$ cat src/rtl/uart_bank_pkg.sv
// Shared definitions for the banked UART register file: bank encoding,
// register indexes, special values and gating bit positions.
package uart_bank_pkg;
    typedef enum logic [1:0] {
        BANK_OPER  = 2'd0,
        BANK_CFG_A = 2'd1,
        BANK_CFG_B = 2'd2
    } bank_e;

    localparam int IDX_DATA  = 0;
    localparam int IDX_INTEN = 1;
    localparam int IDX_FIFO  = 2;
    localparam int IDX_LINE  = 3;
    localparam int IDX_MODEM = 4;
    localparam int IDX_MODE  = 8;
    localparam int IDX_SUPP  = 16;

    localparam logic [7:0] LINE_CFG_B = 8'hBF;
    localparam logic [2:0] MODE_UART16 = 3'd0;
    localparam logic [2:0] MODE_UART13 = 3'd3;
    localparam logic [2:0] MODE_OFF    = 3'd7;

    localparam int GATE_BIT    = 4;  // enhanced-control gate in feature byte
    localparam int SLEEP_BIT   = 4;  // sleep bit in interrupt enable byte
    localparam int SUBMODE_BIT = 6;  // table submode bit in modem byte
endpackage

$ cat src/rtl/uart_bank_decode.sv
// Bank decode: derives the access bank from the line control byte and turns
// the bus strobes into per-register write enables and data-port strobes.
// Assumes the line control byte is the registered value (bank changes take
// effect on the cycle after the line control write).
module uart_bank_decode
    import uart_bank_pkg::*;
#(
    parameter int IDX_W = 5
) (
    input  logic [7:0]       line_q,
    input  logic [IDX_W-1:0] reg_idx,
    input  logic             wr_en,
    input  logic             rd_en,
    output bank_e            bank,
    output logic             we_div_lo,
    output logic             we_div_hi,
    output logic             we_inten,
    output logic             we_fifo,
    output logic             we_feat,
    output logic             we_line,
    output logic             we_modem,
    output logic             we_mode,
    output logic             we_supp,
    output logic             tx_push,
    output logic             rx_pop
);
    logic hit_data, hit_inten, hit_fifo, hit_line, hit_modem, hit_mode, hit_supp;
    logic is_oper, is_b;

    // Pick the bank from the line control byte.
    always_comb begin
        if (!line_q[7])               bank = BANK_OPER;
        else if (line_q == LINE_CFG_B) bank = BANK_CFG_B;
        else                          bank = BANK_CFG_A;
    end

    // Match the index against each register slot.
    always_comb begin
        hit_data  = (reg_idx == IDX_W'(IDX_DATA));
        hit_inten = (reg_idx == IDX_W'(IDX_INTEN));
        hit_fifo  = (reg_idx == IDX_W'(IDX_FIFO));
        hit_line  = (reg_idx == IDX_W'(IDX_LINE));
        hit_modem = (reg_idx == IDX_W'(IDX_MODEM));
        hit_mode  = (reg_idx == IDX_W'(IDX_MODE));
        hit_supp  = (reg_idx == IDX_W'(IDX_SUPP));
        is_oper   = (bank == BANK_OPER);
        is_b      = (bank == BANK_CFG_B);
    end

    // Form the write enables per bank.
    always_comb begin
        we_div_lo = wr_en && hit_data  && !is_oper;
        we_div_hi = wr_en && hit_inten && !is_oper;
        we_inten  = wr_en && hit_inten && is_oper;
        we_fifo   = wr_en && hit_fifo  && !is_b;
        we_feat   = wr_en && hit_fifo  && is_b;
        we_line   = wr_en && hit_line;
        we_modem  = wr_en && hit_modem && !is_b;
        we_mode   = wr_en && hit_mode;
        we_supp   = wr_en && hit_supp;
        tx_push   = wr_en && hit_data  && is_oper;
        rx_pop    = rd_en && hit_data  && is_oper;
    end
endmodule

$ cat src/rtl/uart_bank_divisor.sv
// Divisor holder: two byte registers that accept writes only while the UART
// mode is disabled and the sleep bit is clear. Assumes the write enables
// already carry the bank decode.
module uart_bank_divisor
    import uart_bank_pkg::*;
#(
    parameter int DIV_W = 16
) (
    input  logic             clk,
    input  logic             rst_n,
    input  logic             we_lo,
    input  logic             we_hi,
    input  logic [7:0]       wdata,
    input  logic [2:0]       mode_q,
    input  logic             sleep,
    output logic [DIV_W-1:0] div_q
);
    localparam int HI_W = DIV_W - 8;

    logic unlock;

    // Divisor may change only with the UART disabled and awake.
    always_comb unlock = (mode_q == MODE_OFF) && !sleep;

    // Load the low and high divisor bytes.
    always_ff @(posedge clk) begin
        if (!rst_n) begin
            div_q <= '0;
        end else if (unlock) begin
            if (we_lo) div_q[7:0]       <= wdata;
            if (we_hi) div_q[DIV_W-1:8] <= wdata[HI_W-1:0];
        end
    end


    div_lo_lock_chk: assert property (@(posedge clk) disable iff (!rst_n)
        (we_lo && !unlock) |=> $stable(div_q[7:0]));


    div_hi_lock_chk: assert property (@(posedge clk) disable iff (!rst_n)
        (we_hi && !unlock) |=> $stable(div_q[DIV_W-1:8]));
endmodule

$ cat src/rtl/uart_bank_ctrl_regs.sv
// Control registers: line control, interrupt enable, feature, modem, mode,
// supplementary and the write-only FIFO control fields with flush pulses.
// Gated fields follow the enhanced-control bit of the feature byte.
module uart_bank_ctrl_regs
    import uart_bank_pkg::*;
(
    input  logic       clk,
    input  logic       rst_n,
    input  logic [7:0] wdata,
    input  logic       we_inten,
    input  logic       we_fifo,
    input  logic       we_feat,
    input  logic       we_line,
    input  logic       we_modem,
    input  logic       we_mode,
    input  logic       we_supp,
    output logic [7:0] line_q,
    output logic [7:0] inten_q,
    output logic [7:0] feat_q,
    output logic [7:0] modem_q,
    output logic [2:0] mode_q,
    output logic [7:0] supp_q,
    output logic       fifo_en,
    output logic       fifo_dma,
    output logic [1:0] rx_trig,
    output logic [1:0] tx_trig,
    output logic       rx_flush,
    output logic       tx_flush
);
    logic gate;

    // Enhanced-control gate from the feature byte.
    always_comb gate = feat_q[GATE_BIT];

    // Line control byte, also the bank selector.
    always_ff @(posedge clk) begin
        if (!rst_n)       line_q <= '0;
        else if (we_line) line_q <= wdata;
    end

    // Interrupt enables; the upper nibble obeys the gate.
    always_ff @(posedge clk) begin
        if (!rst_n) begin
            inten_q <= '0;
        end else if (we_inten) begin
            inten_q[3:0] <= wdata[3:0];
            if (gate) inten_q[7:4] <= wdata[7:4];
        end
    end

    // Feature control byte.
    always_ff @(posedge clk) begin
        if (!rst_n)       feat_q <= '0;
        else if (we_feat) feat_q <= wdata;
    end

    // Modem control; the submode bit obeys the gate.
    always_ff @(posedge clk) begin
        if (!rst_n) begin
            modem_q <= '0;
        end else if (we_modem) begin
            modem_q[7]   <= wdata[7];
            modem_q[5:0] <= wdata[5:0];
            if (gate) modem_q[SUBMODE_BIT] <= wdata[SUBMODE_BIT];
        end
    end

    // Operating mode, disabled out of reset.
    always_ff @(posedge clk) begin
        if (!rst_n)       mode_q <= MODE_OFF;
        else if (we_mode) mode_q <= wdata[2:0];
    end

    // Supplementary control byte.
    always_ff @(posedge clk) begin
        if (!rst_n)       supp_q <= '0;
        else if (we_supp) supp_q <= wdata;
    end

    // Write-only FIFO fields and self-clearing flush pulses.
    always_ff @(posedge clk) begin
        if (!rst_n) begin
            fifo_en  <= 1'b0;
            fifo_dma <= 1'b0;
            rx_trig  <= '0;
            tx_trig  <= '0;
            rx_flush <= 1'b0;
            tx_flush <= 1'b0;
        end else begin
            rx_flush <= we_fifo && wdata[1];
            tx_flush <= we_fifo && wdata[2];
            if (we_fifo) begin
                fifo_en  <= wdata[0];
                fifo_dma <= wdata[3];
                tx_trig  <= wdata[5:4];
                rx_trig  <= wdata[7:6];
            end
        end
    end


    inten_gate_chk: assert property (@(posedge clk) disable iff (!rst_n)
        (we_inten && !gate) |=> $stable(inten_q[7:4]));


    modem_gate_chk: assert property (@(posedge clk) disable iff (!rst_n)
        (we_modem && !gate) |=> $stable(modem_q[SUBMODE_BIT]));


    flush_clear_chk: assert property (@(posedge clk) disable iff (!rst_n)
        (rx_flush && !we_fifo) |=> !rx_flush);
endmodule

$ cat src/rtl/uart_bank_regfile.sv
// Top of the banked UART register file: ties the decode, the divisor and
// the control registers together and forms the combinational read data.
// Assumes a single-master bus with at most one access per cycle.
module uart_bank_regfile
    import uart_bank_pkg::*;
#(
    parameter int IDX_W = 5,
    parameter int DIV_W = 16
) (
    input  logic             clk,
    input  logic             rst_n,
    input  logic [IDX_W-1:0] reg_idx,
    input  logic [7:0]       wr_data,
    input  logic             wr_en,
    input  logic             rd_en,
    output logic [7:0]       rd_data,
    input  logic [7:0]       rx_byte,
    input  logic             irq_pending,
    input  logic [2:0]       irq_cause,
    output logic [7:0]       tx_byte,
    output logic             tx_push,
    output logic             rx_pop,
    output logic [DIV_W-1:0] baud_div,
    output logic [7:0]       line_ctl,
    output logic [7:0]       int_enable,
    output logic [7:0]       modem_ctl,
    output logic [7:0]       feature_ctl,
    output logic             fifo_enable,
    output logic             fifo_dma,
    output logic             rx_flush,
    output logic             tx_flush,
    output logic [1:0]       rx_trig_sel,
    output logic [1:0]       tx_trig_sel,
    output logic             rx_gran_one,
    output logic             tx_gran_one,
    output logic             tx_empty_ctl,
    output logic [2:0]       op_mode
);
    bank_e      bank;
    logic       we_div_lo, we_div_hi, we_inten, we_fifo, we_feat;
    logic       we_line, we_modem, we_mode, we_supp;
    logic [7:0] supp_q;
    logic [7:0] ident;

    uart_bank_decode #(.IDX_W(IDX_W)) i_decode (
        .line_q    (line_ctl),
        .reg_idx   (reg_idx),
        .wr_en     (wr_en),
        .rd_en     (rd_en),
        .bank      (bank),
        .we_div_lo (we_div_lo),
        .we_div_hi (we_div_hi),
        .we_inten  (we_inten),
        .we_fifo   (we_fifo),
        .we_feat   (we_feat),
        .we_line   (we_line),
        .we_modem  (we_modem),
        .we_mode   (we_mode),
        .we_supp   (we_supp),
        .tx_push   (tx_push),
        .rx_pop    (rx_pop)
    );

    uart_bank_divisor #(.DIV_W(DIV_W)) i_divisor (
        .clk    (clk),
        .rst_n  (rst_n),
        .we_lo  (we_div_lo),
        .we_hi  (we_div_hi),
        .wdata  (wr_data),
        .mode_q (op_mode),
        .sleep  (int_enable[SLEEP_BIT]),
        .div_q  (baud_div)
    );

    uart_bank_ctrl_regs i_ctrl (
        .clk      (clk),
        .rst_n    (rst_n),
        .wdata    (wr_data),
        .we_inten (we_inten),
        .we_fifo  (we_fifo),
        .we_feat  (we_feat),
        .we_line  (we_line),
        .we_modem (we_modem),
        .we_mode  (we_mode),
        .we_supp  (we_supp),
        .line_q   (line_ctl),
        .inten_q  (int_enable),
        .feat_q   (feature_ctl),
        .modem_q  (modem_ctl),
        .mode_q   (op_mode),
        .supp_q   (supp_q),
        .fifo_en  (fifo_enable),
        .fifo_dma (fifo_dma),
        .rx_trig  (rx_trig_sel),
        .tx_trig  (tx_trig_sel),
        .rx_flush (rx_flush),
        .tx_flush (tx_flush)
    );

    // Pass the transmit byte and split out the supplementary bits.
    always_comb begin
        tx_byte      = wr_data;
        rx_gran_one  = supp_q[7];
        tx_gran_one  = supp_q[6];
        tx_empty_ctl = supp_q[3];
        ident        = {fifo_enable, fifo_enable, 2'b00, irq_cause, !irq_pending};
    end

    // Read data multiplexer across banks.
    always_comb begin
        rd_data = '0;
        case (reg_idx)
            IDX_W'(IDX_DATA):  rd_data = (bank == BANK_OPER) ? rx_byte : baud_div[7:0];
            IDX_W'(IDX_INTEN): rd_data = (bank == BANK_OPER) ? int_enable
                                                             : 8'(baud_div[DIV_W-1:8]);
            IDX_W'(IDX_FIFO):  rd_data = (bank == BANK_CFG_B) ? feature_ctl : ident;
            IDX_W'(IDX_LINE):  rd_data = line_ctl;
            IDX_W'(IDX_MODEM): rd_data = (bank == BANK_CFG_B) ? 8'h00 : modem_ctl;
            IDX_W'(IDX_MODE):  rd_data = {5'b0, op_mode};
            IDX_W'(IDX_SUPP):  rd_data = supp_q;
            default:           rd_data = '0;
        endcase
    end


    line_readback_chk: assert property (@(posedge clk) disable iff (!rst_n)
        (reg_idx == IDX_W'(IDX_LINE)) |-> (rd_data == line_ctl));


    feat_bank_chk: assert property (@(posedge clk) disable iff (!rst_n)
        !$stable(feature_ctl) |-> ($past(wr_en) && $past(reg_idx) == IDX_W'(IDX_FIFO)
                                   && $past(line_ctl) == LINE_CFG_B));


    mode_readback_chk: assert property (@(posedge clk) disable iff (!rst_n)
        (reg_idx == IDX_W'(IDX_MODE)) |-> (rd_data[7:3] == 5'b0));
endmodule

$ cat config.mk
export PLATFORM = sky130hd
export DESIGN_NAME = uart_bank_regfile
export DESIGN_NICKNAME = d
export VERILOG_FILES = /design/src/rtl/uart_bank_pkg.sv /design/src/rtl/uart_bank_decode.sv /design/src/rtl/uart_bank_divisor.sv /design/src/rtl/uart_bank_ctrl_regs.sv /design/src/rtl/uart_bank_regfile.sv
export SDC_FILE = /design/constraint.sdc
export NUM_CORES = 1
export LEC_CHECK = 0
export ABC_AREA = 1
export CAP_MARGIN = 10
export CORE_MARGIN = 3
export CORE_UTILIZATION = 46
export DETAILED_ROUTE_END_ITERATION = 6
export PLACE_DENSITY = 0.78
export REMOVE_ABC_BUFFERS = 1
export SYNTH_ARGS = -nofsm -noshare
export SYNTH_HDL_FRONTEND = slang
export SYNTH_SLANG_ARGS = --single-unit
$ cat constraint.sdc
create_clock -name clk -period 1.8 [get_ports clk]
set_input_delay 0.27 -clock clk [delete_from_list [all_inputs] [get_ports clk]]
set_output_delay 0.27 -clock clk [all_outputs]
set_load 0.005 [all_outputs]
==> out/metrics.csv <==
stage,metric,value,unit
min_path,hold_class,reg2reg,
sta,timing.final.ws_setup,-0.118,ns
min_path,holdPathStages,2,
logic_synthesis,yosysSeqAreaShare,0.398,
sta,timing.final.crit_share,1.07,
detailed_routing,highest_layer,met4,
logic_synthesis,ys_warn_count,0,
status,violations,negative setup slack,
logic_synthesis,yosysUniqueCellTypes,22,
clock_tree,clockRootBuffer,clkbuf_8,
placement,port_buffers,108,
sta,rsz0062_at_grt,yes,
clock_tree,cts_buffer_depth,2,
placement,placed_area,4900,um2
global_routing,grt_pass1_vias,4115,
global_routing,grt_pass1_wl,20200,um
min_path,hold_start,i_ctrl.tx_trig[0],
detailed_routing,via_count,4133,
worst_setup_path,worstSetupStartpointType,register,
worst_setup_path,setup.worst_path.class,reg2out,
detailed_routing,drc,0,
clock_tree,cts_tree,yes,
pwr,peakVddDrop,0.000359,V
detailed_routing,first_pass_iters,5,
logic_synthesis,syn-cell-area,3370,um2
worst_setup_path,cp-end-kind,primary output,
clock_tree,cts.reportedPaths.clkPinSlew,0.07,ns
worst_setup_path,regToRegEndpoint,i_divisor.div_q[15],
logic_synthesis,synth_area_per_cell,6.36,um2
clock_tree,cts-htree-levels,3,
die,die_y,91.6,um
worst_setup_path,r2r_setup_slack,0.15,ns
worst_setup_path,r2r-start,i_ctrl.line_q[7],
sta,fin_crit,1.92,ns
die,num_io_pins,109,
detailed_routing,wl_met1,5230,um
layout,stdcell_area,5350,um2
worst_setup_path,arrival,1.65,ns
status,outcome,"complete, but fails checks",
worst_setup_path,reg2regPathDepth,7,
sta,hold_viol_final,0,
layout,drive_above_1_share,0.213,
job,maxCapViolations,0,
layout,utilization,0.771,
placement,dp_cells,766,
sta,hold_slack,0.487,ns
pwr,powerDensity,619,nW/um2
pwr,power_leakage,2.42,nW
worst_setup_path,required,1.53,ns
layout,final_cells,791,
logic_synthesis,ys_seq_elements,67,
clock_tree,clk_latency,0.34,ns
die,core_area,6940,um2
logic_synthesis,synth_cells,530,
detailed_routing,vias_per_cell,5.23,
placement,routabilityCongestion,0.937,
sta,finClkSkew,0.00802,ns
global_routing,grt_max_degree,56,
detailed_routing,wirelength,13000,um
min_path,min_to,i_ctrl.tx_trig[0],
worst_setup_path,worstPathMaxFanout,8,
sta,setup_violations,6,
sta,fmax,521,MHz
placement,dp_hpwl,9380,um
layout,area.growth.synth_to_final,58.7,%
global_routing,overflow,0,
die,fp.dieW,91.6,um
sta,max_slew_margin,0.710,
clock_tree,numCtsBuffers,9,
detailed_routing,post_drt_wl_per_cell,16.4,um
die,die-area,8400,um2
sta,maxSlewViolCount,0,
global_routing,antenna_found_initial,0,
detailed_routing,wl_met3,1050,um
die,rows,30,
sta,worst_pin_slew,0.434,ns
detailed_routing,drtIter0Drc,273,
layout,n_antenna_cell,0,
clock_tree,ctsHoldBuffers,0,
global_routing,grt.total_usage,0.307,
clock_tree,cts_sinks,67,
detailed_routing,ant_nets,0,
die,start_util,0.486,
layout,fin_nets,720,
detailed_routing,detailroute.wirelength.met2,6310,um
area by class of cell:
| cell class | count | area [um2] |
|---|---|---|
| inverter | 59 | 231 |
| clock buffer | 10 | 128 |
| tap | 96 | 120 |
| sequential | 67 | 1350 |
| fill | 526 | 1590 |
| clock inverter | 5 | 103 |
| timing repair buffer | 175 | 1630 |
| multi-input combinational | 379 | 1800 |
report_power, final:
group | total, mW | switching [mW] | internal [mW]
logic | 0.340 | 0.177 | 0.163
registers | 1.50 | 0.00907 | 1.49
clock network | 1.48 | 0.567 | 0.911
total | 3.32 | 0.752 | 2.56
worst max path at each step:
stage	start	end
final	i_ctrl.line_q[7]	rd_data[0]
after global routing	i_ctrl.line_q[7]	rd_data[0]
after CTS	i_ctrl.line_q[7]	rd_data[3]
after detailed placement	reg_idx[3]	rd_data[3]
after global placement	reg_idx[3]	rd_data[6]
after floorplan	i_ctrl.line_q[7]	rd_data[6]
sequential cells by signal, summed over array words and instances, names as in the netlist:
| signal | cells |
|---|---|
| i_ctrl.supp_q | 8 |
| i_ctrl.fifo_en | 1 |
| i_ctrl.feat_q | 8 |
| i_ctrl.line_q | 8 |
| i_ctrl.tx_trig | 2 |
| i_ctrl.rx_flush | 1 |
| i_ctrl.rx_trig | 2 |
| i_ctrl.mode_q | 3 |
| i_ctrl.tx_flush | 1 |
| i_ctrl.fifo_dma | 1 |
| i_divisor.div_q | 16 |
| i_ctrl.modem_q | 8 |
| i_ctrl.inten_q | 8 |
critical path: stages, from the launching register on:
cell and delay [ns]:
dfxtp_4 0.43, nand2_4 0.07, nor2_4 0.10, nand2_4 0.09
buf_6 0.16, a21oi_1 0.19, nand3_1 0.12, buf_2 0.15
per-stage QoR:
step,TNS (ns),setup slack [ns],power [mW]
finish,-0.297,-0.118,3.32
detailed placement,-13.79,-0.630,1.86
global route,-0.908,-0.162,3.43
floorplan,-1.93,-0.152,1.62
CTS,-0.896,-0.173,3.31
global placement,-11.37,-0.572,1.85
cell families after synthesis:
kind of cell / synth area share
and+or+nand+nor: 0.376
buffers and inverters: 0.108
AOI/OAI and AO/OA: 0.118
DFF: 0.398
cell usage after synthesis:
cell	n	share of area
nor3_2	1	0.0030
clkinv_1	1	0.0011
inv_1	52	0.058
a21oi_1	36	0.053
nand2_1	151	0.17
o21ai_0	39	0.058
buf_2	4	0.0059
o211ai_1	3	0.0067
nand3_2	3	0.0089
nand3_1	28	0.042
nand2_2	3	0.0056
buf_6	1	0.0033
nand4_1	7	0.013
dfxtp_1	67	0.40
nor2_2	3	0.0056
nor2_1	93	0.10
clkbuf_1	9	0.010
buf_1	1	0.0011
inv_2	6	0.0067
buf_4	10	0.022
nor2_4	5	0.017
nor3_1	7	0.010
cells in the final DEF (no fill, tap or decap), types with 2 or more instances in the layout:
cell and count:
a21oi_1 35, nand4_1 7, o21ai_1 6, nand3_2 5
nand2_4 3, nor3_1 6, inv_1 49, clkbuf_8 9
inv_4 2, buf_12 3, nor2_1 84, nand3_1 25
bufinv_16 3, buf_4 55, buf_2 4, dfxtp_1 64
o21ai_2 5, clkbuf_2 4, o211ai_1 3, nor3_2 2
nand2_2 12, clkdlybuf4s50_1 93, buf_6 7, nand2_1 139
dlygate4sd2_1 6, o21ai_0 28, nor2_2 9, inv_2 7
nor2_4 8, dfxtp_2 2
what timing repair did:
item                       in CTS  in global routing
pin swaps                      11                 18
gates cloned                    0                  1
gates resized for setup        69                 43
setup endpoints to repair      10                  9
setup buffers                  10                  1
hold endpoints to repair        0                  0
layer usage:
| metal | up-vias | GRT usage |
|---|---|---|
| li1 | 1977 | - |
| met2 | 218 | 0.500 |
| met4 | 0 | 0.144 |
| met3 | 37 | 0.0607 |
| met1 | 1901 | 0.387 |
| met5 | - | 0 |
No activity file was read; power rests on OpenSTA's default activity.
